[src/rtl/pdmcap_pkg.sv]
package pdmcap_pkg;
  localparam int SAMPLE_W = 24;
  localparam int TAG_W    = 8;
  localparam int WORD_W   = SAMPLE_W + TAG_W;
  localparam int LINES    = 2;

  // pick one captured bit by line and edge
  function automatic logic route_bit(input logic [LINES-1:0] rise_bits,
                                     input logic [LINES-1:0] fall_bits,
                                     input logic line, input logic edge_fall);
    return edge_fall ? fall_bits[line] : rise_bits[line];
  endfunction

  function automatic logic [WORD_W-1:0] pack_word(input logic [TAG_W-1:0] tag,
                                                  input logic [SAMPLE_W-1:0] smp);
    return {tag, smp};
  endfunction
endpackage

[src/rtl/pdmcap_clkgen.sv]
module pdmcap_clkgen #(
  parameter int DIV_HALF = 4
) (
  input  logic clk,
  input  logic rst_n,
  input  logic sw_rst,
  output logic pdm_clk,
  output logic rise_stb,
  output logic fall_stb
);
  localparam int CW = (DIV_HALF < 2) ? 1 : $clog2(DIV_HALF);

  logic [CW-1:0] cnt;
  logic          terminal;

  assign terminal = (cnt == CW'(DIV_HALF - 1));
  assign rise_stb = terminal && !pdm_clk;
  assign fall_stb = terminal && pdm_clk;

  always_ff @(posedge clk or negedge rst_n) begin
    if (!rst_n) begin
      cnt     <= '0;
      pdm_clk <= 1'b0;
    end else if (sw_rst) begin
      cnt     <= '0;
      pdm_clk <= 1'b0;
    end else if (terminal) begin
      cnt     <= '0;
      pdm_clk <= ~pdm_clk;
    end else begin
      cnt <= cnt + CW'(1);
    end
  end
endmodule

[src/rtl/pdmcap_capture.sv]
module pdmcap_capture
  import pdmcap_pkg::*;
#(
  parameter int NCH = 4
) (
  input  logic             clk,
  input  logic             rst_n,
  input  logic             sw_rst,
  input  logic             rise_stb,
  input  logic             fall_stb,
  input  logic [LINES-1:0] pdm_line,
  input  logic [NCH-1:0]   ch_en,
  input  logic [NCH-1:0]   line_sel,
  input  logic [NCH-1:0]   edge_sel,
  output logic             bit_valid,
  output logic [NCH-1:0]   pdm_bits
);
  logic [LINES-1:0] rise_q, fall_q;
  logic             period_done;
  logic [NCH-1:0]   routed;

  for (genvar n = 0; n < NCH; n++) begin : g_route
    assign routed[n] = ch_en[n] && route_bit(rise_q, fall_q, line_sel[n], edge_sel[n]);
  end

  always_ff @(posedge clk or negedge rst_n) begin
    if (!rst_n) begin
      rise_q      <= '0;
      fall_q      <= '0;
      period_done <= 1'b0;
      bit_valid   <= 1'b0;
      pdm_bits    <= '0;
    end else if (sw_rst) begin
      rise_q      <= '0;
      fall_q      <= '0;
      period_done <= 1'b0;
      bit_valid   <= 1'b0;
      pdm_bits    <= '0;
    end else begin
      if (rise_stb) rise_q <= pdm_line;
      if (fall_stb) fall_q <= pdm_line;
      period_done <= fall_stb;
      bit_valid   <= period_done;
      if (period_done) pdm_bits <= routed;
    end
  end
endmodule

[src/rtl/pdmcap_sequencer.sv]
module pdmcap_sequencer
  import pdmcap_pkg::*;
#(
  parameter int NCH = 4
) (
  input  logic                    clk,
  input  logic                    rst_n,
  input  logic                    sw_rst,
  input  logic                    smp_valid,
  input  logic [NCH*SAMPLE_W-1:0] smp_data,
  input  logic [NCH-1:0]          ch_en,
  input  logic                    out_ready,
  output logic                    out_valid,
  output logic [WORD_W-1:0]       out_word,
  output logic                    ovr_evt
);
  localparam int IDX_W = $clog2(NCH);

  logic [NCH-1:0]      pend, pend_left, sel_oh;
  logic [IDX_W-1:0]    sel_idx;
  logic [SAMPLE_W-1:0] store [NCH];
  logic                send;

  always_comb begin
    sel_idx = '0;
    for (int i = NCH - 1; i >= 0; i--) begin
      if (pend[i]) sel_idx = IDX_W'(i);
    end
  end

  assign out_valid = |pend;
  assign send      = out_valid && out_ready;
  assign sel_oh    = send ? (NCH'(1) << sel_idx) : '0;
  assign pend_left = pend & ~sel_oh;
  assign ovr_evt   = smp_valid && (|pend_left);
  assign out_word  = pack_word(TAG_W'(sel_idx), store[sel_idx]);

  always_ff @(posedge clk or negedge rst_n) begin
    if (!rst_n)          pend <= '0;
    else if (sw_rst)     pend <= '0;
    else if (smp_valid)  pend <= ch_en;
    else                 pend <= pend_left;
  end

  for (genvar n = 0; n < NCH; n++) begin : g_store
    always_ff @(posedge clk or negedge rst_n) begin
      if (!rst_n)         store[n] <= '0;
      else if (sw_rst)    store[n] <= '0;
      else if (smp_valid) store[n] <= smp_data[n*SAMPLE_W +: SAMPLE_W];
    end
  end
endmodule

[src/rtl/pdmcap_holdreg.sv]
module pdmcap_holdreg
  import pdmcap_pkg::*;
(
  input  logic              clk,
  input  logic              rst_n,
  input  logic              sw_rst,
  input  logic              push,
  input  logic [WORD_W-1:0] word,
  input  logic              rd_en,
  input  logic              ovr_evt,
  output logic [WORD_W-1:0] rd_data,
  output logic              rx_ready,
  output logic              ovr_flag,
  output logic              udr_flag
);
  always_ff @(posedge clk or negedge rst_n) begin
    if (!rst_n) begin
      rd_data  <= '0;
      rx_ready <= 1'b0;
      ovr_flag <= 1'b0;
      udr_flag <= 1'b0;
    end else if (sw_rst) begin
      rd_data  <= '0;
      rx_ready <= 1'b0;
      ovr_flag <= 1'b0;
      udr_flag <= 1'b0;
    end else begin
      if (push) begin
        rd_data  <= word;
        rx_ready <= 1'b1;
      end else if (rd_en) begin
        rx_ready <= 1'b0;
      end
      if (rd_en && !rx_ready) udr_flag <= 1'b1;
      if (ovr_evt)            ovr_flag <= 1'b1;
    end
  end
endmodule

[src/rtl/pdm_capture_frontend.sv]
module pdm_capture_frontend
  import pdmcap_pkg::*;
#(
  parameter int NCH      = 4,
  parameter int DIV_HALF = 4
) (
  input  logic                    clk,
  input  logic                    rst_n,
  input  logic                    sw_rst,
  input  logic [NCH-1:0]          ch_en,
  input  logic [NCH-1:0]          line_sel,
  input  logic [NCH-1:0]          edge_sel,
  output logic                    pdm_clk,
  input  logic [LINES-1:0]        pdm_line,
  output logic                    bit_valid,
  output logic [NCH-1:0]          pdm_bits,
  input  logic                    smp_valid,
  input  logic [NCH*SAMPLE_W-1:0] smp_data,
  input  logic                    rd_en,
  output logic [WORD_W-1:0]       rd_data,
  output logic                    rx_ready,
  output logic                    ovr_flag,
  output logic                    udr_flag
);
  logic              rise_stb, fall_stb;
  logic              seq_valid, seq_ready, push, ovr_evt;
  logic [WORD_W-1:0] seq_word;

  assign seq_ready = !rx_ready;
  assign push      = seq_valid && seq_ready;

  pdmcap_clkgen #(.DIV_HALF(DIV_HALF)) u_clkgen (
    .clk(clk), .rst_n(rst_n), .sw_rst(sw_rst),
    .pdm_clk(pdm_clk), .rise_stb(rise_stb), .fall_stb(fall_stb)
  );

  pdmcap_capture #(.NCH(NCH)) u_capture (
    .clk(clk), .rst_n(rst_n), .sw_rst(sw_rst),
    .rise_stb(rise_stb), .fall_stb(fall_stb), .pdm_line(pdm_line),
    .ch_en(ch_en), .line_sel(line_sel), .edge_sel(edge_sel),
    .bit_valid(bit_valid), .pdm_bits(pdm_bits)
  );

  pdmcap_sequencer #(.NCH(NCH)) u_seq (
    .clk(clk), .rst_n(rst_n), .sw_rst(sw_rst),
    .smp_valid(smp_valid), .smp_data(smp_data), .ch_en(ch_en),
    .out_ready(seq_ready), .out_valid(seq_valid), .out_word(seq_word),
    .ovr_evt(ovr_evt)
  );

  pdmcap_holdreg u_hold (
    .clk(clk), .rst_n(rst_n), .sw_rst(sw_rst),
    .push(push), .word(seq_word), .rd_en(rd_en), .ovr_evt(ovr_evt),
    .rd_data(rd_data), .rx_ready(rx_ready),
    .ovr_flag(ovr_flag), .udr_flag(udr_flag)
  );
endmodule

[config.mk]
export PLATFORM = sky130hd
export DESIGN_NAME = pdm_capture_frontend
export DESIGN_NICKNAME = d
export VERILOG_FILES = /design/src/rtl/pdmcap_pkg.sv /design/src/rtl/pdmcap_clkgen.sv /design/src/rtl/pdmcap_capture.sv /design/src/rtl/pdmcap_sequencer.sv /design/src/rtl/pdmcap_holdreg.sv /design/src/rtl/pdm_capture_frontend.sv
export SDC_FILE = /design/constraint.sdc
export NUM_CORES = 1
export LEC_CHECK = 0
export ABC_AREA = 1
export BUFFER_PORTS_ARGS = -buffer_cell sky130_fd_sc_hd__buf_2
export CAP_MARGIN = 20
export CORE_ASPECT_RATIO = 0.8
export CORE_MARGIN = 5
export CORE_UTILIZATION = 45
export CTS_BUF_LIST = sky130_fd_sc_hd__clkbuf_8
export DETAILED_ROUTE_END_ITERATION = 12
export PLACE_DENSITY_LB_ADDON = 0.25
export SETUP_SLACK_MARGIN = 0.2
export SYNTH_ARGS = -nofsm -noshare
export SYNTH_HDL_FRONTEND = slang
export SYNTH_SLANG_ARGS = --single-unit
[constraint.sdc]
create_clock -name clk -period 3 [get_ports clk]
set_input_delay 0.6 -clock clk [delete_from_list [all_inputs] [get_ports clk]]
set_output_delay 0.6 -clock clk [all_outputs]
set_load 0.05 [all_outputs]
==> impl_results.md <==
* Status: complete, no violations
* Mapped Area at about 0.0067 mm2
* Total CTS buffers at 17
* Synthesis-stage register bit count at 142
* Worst path bufs/invs at 3
* Top_reg_cell synth: dfrtp_1
* Total Die Area at between 0.015 and 0.02 mm2
* Clk_skew at 7.93 ps
* Post-CTS Setup Inserts at 0
* Synth warn at 0
* Layout area overhead at 18.5%
* R2R Path Start: u_seq.pend[2]$_DFF_PN0_
* CP Cell Sequence: buf_4 > inv_2 > nand2_2 > inv_1 > nand3_1 > nand3_1 > nand2_1 > nand2_1
* Vias at 6148
* Clock latency on the worst-skew pair at approximately 460 ps
* Maximum VDD drop at 0.000325 V
* CTS Buffer Depth at 2
* Fin nets at between 1k and 1.5k
* Worst path required time at 3400 ps
* RSZ-0062 raised after global routing: false
* Slowest stage delay, CP at 590 ps
* FP Rows at 40
* Worst setup path category: reg2reg
* Setup WS pre-CTS at 809 ps
* Io pins at between 150 and 200
* Post-route clock period utilization at 71.9%
* Area contributors post-synth: dfrtp_1 53%, nand3_1 21%, nand2_1 9.1%
* Cell Pwr Density at 595 mW/mm2
* Drt wl/cell at 17.4 um
* Setup TNS Final at 0 ps
* H-tree depth at 4
* First-pass GRT wire length at ~32000 um
* Leak Pwr at 4.27 nW
* Family with the most delay on the worst path: buffers and inverters
* CTS tree: done
* Startpoint types: flop
* Worst path slowest cell: inv_1
* Register area share after synthesis at 52.9%
* Post-synth ARST share at 100%
* CP arrival at approximately 2600 ps
* Post-cts resize count at 0
* Residual DRC at 0
* Die height at 119 um
* Post-DRT Antenna Nets at 0
* Post-synth top area cell: dfrtp_1
* Clk root buf: clkbuf_8
* Worst hold slack at between 40 and 50 ps
* Cell with the most instances after synthesis: nand3_1
* Top post-synthesis cells by count: 280 x nand3_1, 162 x nand2_1, 142 x dfrtp_1
* Max_cap viols at 0
* R2R setup slack at 840 ps
* Initial antenna violation count at 1
* Die width at 147 um
* Count of input and output buffers at 149
* Hold_buf cts at 0
* Fin crit period at 2160 ps
* Synth Instances at 822
* RePlAce Congestion at 0.852
* Critical path endpoint category: flop
* Global route overflow at 0
* Clock-pin transition on the worst setup and hold timing paths at ~80 ps
* Final setup fails at 0
* Total Wirelength at 19800 um
* Layout cell share with drive strength beyond 1 at about a fifth
* DRT iter0 DRCs at roughly 600
* Number of enable flip-flop cells after synthesis at 0
* Number of global-route vias before repair at 5895
* F_max at 0.464 GHz
* Initial Util at 45.3%
* CTS sink count at 142
* Mean post-synth cell area at 8.17 um2
* Max Slew Vio Count at 0
* Pin count of the biggest net entering global routing at approximately 160
* Rel. slew slack at 25.5%
* RR Endpoint: u_hold.rd_data[18]$_DFFE_PN0P_
* Hold Vio Cnt, Final at 0
* Initial DRT Pass Iterations at 5
* Detailed placement HPWL at between 10000 and 15000 um
* Final setup margin at roughly 840 ps
* Total track usage at 23.2%
* Crit-path max FO at 24
* Worst slew pin tran at between 1000 and 1500 ps
* Worst reg-to-reg path cell count at 8
* Yosys cell types at 22
* Post-synth top area share at 52.9%
* Vias per Instance at 5.39
* Hold Path Class: in2async
* Core box area at 0.0148 mm2
-- worst max path at each step --
stage,depth (start not counted),start,slack [ps],end
floorplan,6,u_hold.rx_ready$_DFFE_PN0P_,1580,u_hold.rd_data[10]$_DFFE_PN0P_
global placement,7,sw_rst,810,u_hold.rd_data[25]$_DFFE_PN0P_
detailed placement,7,sw_rst,810,u_hold.rd_data[25]$_DFFE_PN0P_
CTS,8,u_seq.pend[2]$_DFF_PN0_,880,u_hold.rd_data[18]$_DFFE_PN0P_
global route,10,u_seq.pend[2]$_DFF_PN0_,690,u_hold.rd_data[16]$_DFFE_PN0P_
finish,8,u_seq.pend[2]$_DFF_PN0_,840,u_hold.rd_data[18]$_DFFE_PN0P_
-- layout by cell type, fill, tap and decap left out, drive strengths merged --
cell | netlist | final
dfrtp | 142 | 142
o21bai | 1 | 1
clkinvlp | 0 | 1
o21ai | 75 | 75
clkbuf | 21 | 18
buf | 46 | 158
nand2 | 165 | 165
diode | 0 | 1
inv | 70 | 73
nand3 | 280 | 280
a21oi | 7 | 7
o31ai | 1 | 1
ha | 1 | 1
nor2 | 11 | 11
nor3 | 1 | 1
bufinv | 0 | 7
conb | 1 | 6
clkinv | 0 | 3
-- power breakdown --
part / switching [mW] / internal (mW) / leakage [nW]
combinational: 0.534 / 0.200 / 2.11
sequential: 0.0685 / 2.02 / 1.90
clock: 0.736 / 1.17 / 0.256
total: 1.34 / 3.39 / 4.27
-- area by class of cell --
class | count | area (um2)
fillers | 1406 | 6860
flip-flops and latches | 142 | 3550
multi-input cells | 548 | 2560
repair buffers | 158 | 847
inverters | 70 | 265
clock buffers | 18 | 248
clock inverters | 14 | 248
well taps | 189 | 236
diodes | 1 | 2.50
-- per-stage QoR --
stage               utilization (%)  total power [mW]  cells  instance area (um2)
finish                         53.7              4.73   1140                 7960
global route                   53.7              4.93   1140                 7960
CTS                            53.7              4.76   1139                 7950
detailed placement             50.3              2.86   1107                 7460
global placement               50.3              2.85   1107                 7460
floorplan                         -              2.60    827                 6730
-- registers in the layout, summed over array words and instances, names as in the netlist --
signal / cells
u_seq.store: 96
u_hold.rd_data: 26
u_capture.pdm_bits: 4
u_seq.pend: 4
u_capture.fall_q: 2
u_capture.rise_q: 2
u_clkgen.cnt: 2
u_capture.bit_valid: 1
u_capture.period_done: 1
u_clkgen.pdm_clk: 1
u_hold.ovr_flag: 1
u_hold.rx_ready: 1
u_hold.udr_flag: 1
-- routing by layer --
layer  GRT usage (%)  vias to the layer above  routed length [um]
li1                -                     2949                   -
met1            37.2                     2936               10000
met2            30.1                      239                7860
met3            6.31                       24                1670
met4            6.52                        0                 288
met5               0                        -                   0
-- cells by family (layout without fill, tap and decap cells) --
group,after synthesis,after routing,share of synthesized area [%]
compound gates,84,84,6.39
simple gates,457,457,31.2
other cells,1,7,0.0559
buf+inv,137,260,9.26
flops,142,142,52.9
fa+ha+maj,1,1,0.186
Note: power is estimated with default switching activity, not from simulation.
